==> src/rtl/slice_alu_pkg.sv <==
package slice_alu_pkg;

    typedef enum logic [1:0] {
        FN_AND  = 2'b00,
        FN_OR   = 2'b01,
        FN_SUM  = 2'b10,
        FN_LESS = 2'b11
    } alu_fn_e;

endpackage

==> src/rtl/alu_bit_slice.sv <==
module alu_bit_slice
    import slice_alu_pkg::*;
(
    input  logic       a_bit,
    input  logic       b_bit,
    input  logic       b_inv,
    input  logic       c_in,
    input  logic       less_in,
    input  logic [1:0] fn,
    output logic       res_bit,
    output logic       sum_bit,
    output logic       c_out
);

    logic b_eff;
    logic half;

    always_comb begin
        b_eff   = b_bit ^ b_inv;
        half    = a_bit ^ b_eff;
        sum_bit = half ^ c_in;
        c_out   = (a_bit & b_eff) | (half & c_in);
    end

    always_comb begin
        unique case (alu_fn_e'(fn))
            FN_AND:  res_bit = a_bit & b_eff;
            FN_OR:   res_bit = a_bit | b_eff;
            FN_SUM:  res_bit = sum_bit;
            FN_LESS: res_bit = less_in;
            default: res_bit = 1'b0;
        endcase
    end

endmodule

==> src/rtl/alu_sign_fix.sv <==
module alu_sign_fix (
    input  logic msb_sum,
    input  logic msb_c_in,
    input  logic msb_c_out,
    output logic ovf,
    output logic less_out
);

    always_comb begin
        ovf      = msb_c_in ^ msb_c_out;
        less_out = msb_sum ^ ovf;
    end

endmodule

==> src/rtl/alu_zero_detect.sv <==
module alu_zero_detect #(
    parameter int WIDTH = 32
) (
    input  logic [WIDTH-1:0] vec,
    output logic             all_zero
);

    always_comb all_zero = ~(|vec);

endmodule

==> src/rtl/slice_alu.sv <==
module slice_alu #(
    parameter int WIDTH = 32
) (
    input  logic [WIDTH-1:0] opnd_a,
    input  logic [WIDTH-1:0] opnd_b,
    input  logic             neg_b,
    input  logic [1:0]       func_sel,
    output logic [WIDTH-1:0] result,
    output logic             zero,
    output logic             overflow,
    output logic             carry_out
);

    localparam int MSB = WIDTH - 1;

    logic [WIDTH:0]   carry;
    logic [WIDTH-1:0] sums;
    logic             set_bit;

    assign carry[0] = neg_b;

    for (genvar i = 0; i < WIDTH; i++) begin : g_slice
        logic less_i;
        if (i == 0) begin : g_lsb
            assign less_i = set_bit;
        end else begin : g_upper
            assign less_i = 1'b0;
        end
        alu_bit_slice u_slice (
            .a_bit   (opnd_a[i]),
            .b_bit   (opnd_b[i]),
            .b_inv   (neg_b),
            .c_in    (carry[i]),
            .less_in (less_i),
            .fn      (func_sel),
            .res_bit (result[i]),
            .sum_bit (sums[i]),
            .c_out   (carry[i+1])
        );
    end

    alu_sign_fix u_sign (
        .msb_sum   (sums[MSB]),
        .msb_c_in  (carry[MSB]),
        .msb_c_out (carry[WIDTH]),
        .ovf       (overflow),
        .less_out  (set_bit)
    );

    alu_zero_detect #(.WIDTH(WIDTH)) u_zero (
        .vec      (result),
        .all_zero (zero)
    );

    assign carry_out = carry[WIDTH];

endmodule

==> config.mk <==
export PLATFORM = sky130hd
export DESIGN_NAME = slice_alu
export DESIGN_NICKNAME = d
export VERILOG_FILES = /design/src/rtl/slice_alu_pkg.sv /design/src/rtl/alu_bit_slice.sv /design/src/rtl/alu_sign_fix.sv /design/src/rtl/alu_zero_detect.sv /design/src/rtl/slice_alu.sv
export SDC_FILE = /design/constraint.sdc
export NUM_CORES = 1
export LEC_CHECK = 0
export BUFFER_PORTS_ARGS = -buffer_cell sky130_fd_sc_hd__buf_2
export CELL_PAD_IN_SITES_DETAIL_PLACEMENT = 1
export CELL_PAD_IN_SITES_GLOBAL_PLACEMENT = 1
export CORE_ASPECT_RATIO = 0.5
export CORE_MARGIN = 1
export CORE_UTILIZATION = 30
export DETAILED_ROUTE_END_ITERATION = 10
export GPL_TIMING_DRIVEN = 0
export PLACE_DENSITY = 0.75
export SLEW_MARGIN = 20
export SYNTH_ARGS = -nofsm -noshare
export SYNTH_HDL_FRONTEND = slang
export SYNTH_SLANG_ARGS = --single-unit
export TNS_END_PERCENT = 5
==> constraint.sdc <==
create_clock -name vclk -period 41.9
set_clock_uncertainty 0.2 [all_clocks]
set_input_delay 8.38 -clock vclk [all_inputs]
set_output_delay 8.38 -clock vclk [all_outputs]
set_load 0.01 [all_outputs]
Word level (Yosys, flattened, before mapping)
Cells that the tools add are included.
Widths: inputs -> output; s select.

storage, ports and cells
  flip-flop bits (word level) = 0
  bits of input ports = 67
  output and inout bits = 35
  word-level logic and storage cells = 264

cells by class
  eq/ne operators = 3
  mux-type cells = 32
  bitwise gates (word level) = 227
  reduce and logical (&&, ||, !) cells = 2

operators with widths
  kind                count
  $pmux 1 s4          32
  $xor 1x1->1         98
  $and 1x1->1         64
  $or 1x1->1          64
  $reduce_or 32->1    1
  $eq 2x2->1 const B  2
  $eq 2x1->1 const B  1
  $logic_not 2->1     1
  $not 1->1           1

Logic depth before layout (Yosys ltp)
  word-level depth = 71
  depth in mapped cells = 39
  mapped depth without buffers = 37

Modules after synthesis
A second synthesis with hierarchy kept.

unflattened totals
  cell total of the unflattened synthesis = 366
  area total of the unflattened synthesis = 3271.9 µm²

modules (own cells, without submodules)
  module           instances  cells each  area each (µm²)  seq. area each (µm²)
  alu_bit_slice    32         11          98.8             0.0
  alu_zero_detect  1          11          72.6             0.0
  alu_sign_fix     1          2           32.5             0.0
  slice_alu        1          1           3.8              0.0

Least setup slack after synthesis
Ideal clock, no wire load.

  path kind = input -> output
  from = in neg_b
  to = out zero
  data arrival time = 21793 ps
  data required time = 33320 ps
  path slack = 11527 ps
  cell stages on the path = 39
  cell sequence = clkbuf_1 buf_2 xor2_1 fa_1 fa_1 fa_1 fa_1 fa_1 fa_1 fa_1 fa_1 fa_1 fa_1 fa_1 fa_1 fa_1 fa_1 fa_1 [... 3 more ...] fa_1 fa_1 fa_1 fa_1 fa_1 fa_1 fa_1 fa_1 fa_1 fa_1 fa_1 fa_1 fa_1 mux2i_1 o22ai_1 nor4_1 nand2_1 nor4_2

between the ends
  elaborated cells on any way between the ends = 260
  those cells by class = 32 x mux; 227 x bitwise; 1 x reduce/logical

RTL lines
  what                                   RTL line              text
  start: declaration                     slice_alu.sv:6        input logic neg_b,
  $xor 1x1->1                            alu_bit_slice.sv:19   b_eff = b_bit ^ b_inv;
  $xor 1x1->1                            alu_bit_slice.sv:20   half = a_bit ^ b_eff;
  $and 1x1->1                            alu_bit_slice.sv:22   c_out = (a_bit & b_eff) | (half & c_in);
  $or 1x1->1                             alu_bit_slice.sv:22
  $and 1x1->1                            alu_bit_slice.sv:22
  $or 1x1->1                             alu_bit_slice.sv:22
  $and 1x1->1                            alu_bit_slice.sv:22
  $or 1x1->1                             alu_bit_slice.sv:22
  [... 53 more ...]                      n/a
  $or 1x1->1                             alu_bit_slice.sv:22
  $and 1x1->1                            alu_bit_slice.sv:22
  $or 1x1->1                             alu_bit_slice.sv:22
  $xor 1x1->1                            alu_bit_slice.sv:21   sum_bit = half ^ c_in;
  $pmux 1 s4 (*)                         alu_bit_slice.sv:26   unique case (alu_fn_e'(fn))
  named net g_slice[31].u_slice.res_bit  alu_bit_slice.sv:10   output logic res_bit,
  $reduce_or 32->1 (*)                   alu_zero_detect.sv:8  always_comb all_zero = ~(|vec);
  $not 1->1 (*)                          alu_zero_detect.sv:8
  end: declaration                       slice_alu.sv:9        output logic zero,

Mark *: on every way through the listed nets, which the timed path passes. The rest lies on a longest branch.

Worst setup path after layout
Same ends and word-level chain as after synthesis.

==> results.ini <==
[power_and_ir_drop]
seq_power_share = 0
report.power.total_mw = 0.05437
p_clk_frac = 0
power.internal_mw = 0.02605
switching_share = 0.5207
p_per_area_nw_per_um2 = 15.05
p_leak_nw = 2.098
power_switching_mw = 0.02831
vdd_drop_max_mv = 0.004778
combPwrFrac = 1.000

[synthesis]
synth_top_family_by_area = adder cells
yosys.area_share.simple = 0.03097
post_synth_fa_ha_maj_area_fraction = 0.4888
synth_cell_types = 21
yosysTopAreaCellShare = 0.2715
synth_xor_area_frac = 0.1010
synthMuxAreaShare = 0.1124
avgSynthCellArea_um2 = 9.102
synth_compound_area_frac = 0.06916
synth-seq-area-share = 0
yosys-top-cells-area = ha_1, fa_1, mux2i_1
netlist_area_um2 = 2949
yosysWarnings = 0
synth.net_count = 487
yosysTopAreaCell = ha_1
synthCells = 324

[sta]
finalCritPeriodShare = 0.7528
whs_ns = 17.12
rsz0062_at_grt = false
max_freq_ghz = 0.03170
setup_violations = 0
finalCriticalPeriod_ns = 31.54
final-hold-violation-count = 0
max_slew_margin = 0.5848
finalSetupTns_ns = 0
tightest_slew_ns = 0.6227
slew_viol_final = 0

[layout]
drive_above_1_share = 0.3522
instances_no_fill = 558
final.fill_count = 1144
final_cell_mix = buf_2, ha_1, inv_1
seq_cells = 0
num_antenna_cells = 0
final_common_cell = buf_2
nets = 588
regArea_um2 = 0
areaGrowthSynthToFinish_pct = 22.53
nClkBuffers = 0

[critical_path]
crit_path_end_kind = output pin
critical-path-max-stage-delay_ns = 0.46
cpMostUsedCell = fa_1
path_class = primary input to output pin
critPathMaxFanout = 10
worstPathRequired_ns = 33.32
endpoint = zero
slowest_stage = fa_1
worstSetupStartpointType = primary input
critPathLaunch = neg_b
crit_arrival_ns = 22.96

[global_routing]
antenna_found_initial = 0
grt_overflow = 0
grt_max_degree = 11
grt_pass1_wl_mm = 12.07
grt_usage = 0.1474
first_global_vias = 2620

[floorplan]
core_um2 = 9478
rows = 25
start_util = 0.3112
die_h_um = 72.11
die_w_um = 142.2
dieArea_um2 = 10260
ios = 102

[clock_tree]
cts_setup_buffers = 0
cts_resized = 0
ctsHoldBuffers = 0

[status]
status = completed

[placement]
place.gp.congestion = 0.7419
dp.cells = 558
port_buffers = 99
dp_hpwl_mm = 6.687

[detailed_routing]
drt_iter0_drc = 49
firstDrtPassIters = 6
drt_wl_total_mm = 7.564
num_vias = 2428
via_per_inst = 4.351
ant_nets = 0
drc = 0
routedWlPerCell_um = 13.56

[min_path]
min_path_cells = 4
hold_class = primary input to output pin

[run]
drv_cap = 0

## cell families (layout without fill, tap and decap cells)
logic type	after synthesis	in the layout
compound gates	33	33
fa+ha+maj	96	96
xor+xnor	34	34
simple gates	15	15
mux	33	33
buf+inv	113	212
## metrics by stage
step	instance area (µm²)	worst slack, ns	utilization
floorplan	2949	11.53	-
global placement	3613	10.37	0.3813
detailed placement	3613	10.26	0.3813
CTS	3613	10.23	0.3813
global route	3613	9.898	0.3813
finish	3613	10.36	0.3813
## synthesized netlist by cell type (2+ instances only)
cell type  instances
buf_6              3
xor2_1            32
mux2i_1           32
buf_2              7
o22ai_1           31
inv_1             63
ha_1              64
xnor2_1            2
clkbuf_1           3
nor4_1             7
inv_2              3
buf_4             34
nand2_1            4
fa_1              32
## worst min path at each step
stage / slack [ns] / to / start
finish: 17.12 / result[7] / func_sel[0]
global route: 17.15 / result[22] / func_sel[0]
global placement: 17.12 / result[7] / func_sel[0]
CTS: 17.12 / result[22] / func_sel[0]
detailed placement: 17.12 / result[7] / func_sel[0]
floorplan: 16.89 / overflow / opnd_a[30]
## critical path: cells and delay by family
family	cells	cell delay, ns
xor+xnor	1	0.18
buf+inv	3	0.93
mux	1	0.14
compound gates	1	0.13
simple gates	3	0.60
fa+ha+maj	31	12.60
## power by group through the flow
| stage | Sequential (mW) | Clock [mW] | Combinational (mW) |
|---|---|---|---|
| final | 0 | 0 | 0.0544 |
| after floorplan | 0 | 0 | 0.0373 |
| after global placement | 0 | 0 | 0.0530 |
| after detailed placement | 0 | 0 | 0.0553 |
| after global routing | 0 | 0 | 0.0613 |
| after CTS | 0 | 0 | 0.0555 |
## layout make-up
type,count,area [µm²],share of cell area
Tap cell,135,168.9,0.04675
Buffer,47,335.3,0.09280
Inverter,66,247.7,0.06856
Multi-Input combinational cell,211,2366,0.6548
Timing Repair Buffer,99,495.5,0.1371
## per-layer routing
metal,up-vias,global-route usage,part of all wire
met3,6,0.01386,0.031
li1,1179,-,-
met2,40,0.3039,0.55
met4,0,0.02389,0.0082
met1,1203,0.1673,0.41
met5,-,0,0
No activity file was read; power rests on OpenSTA's default activity.
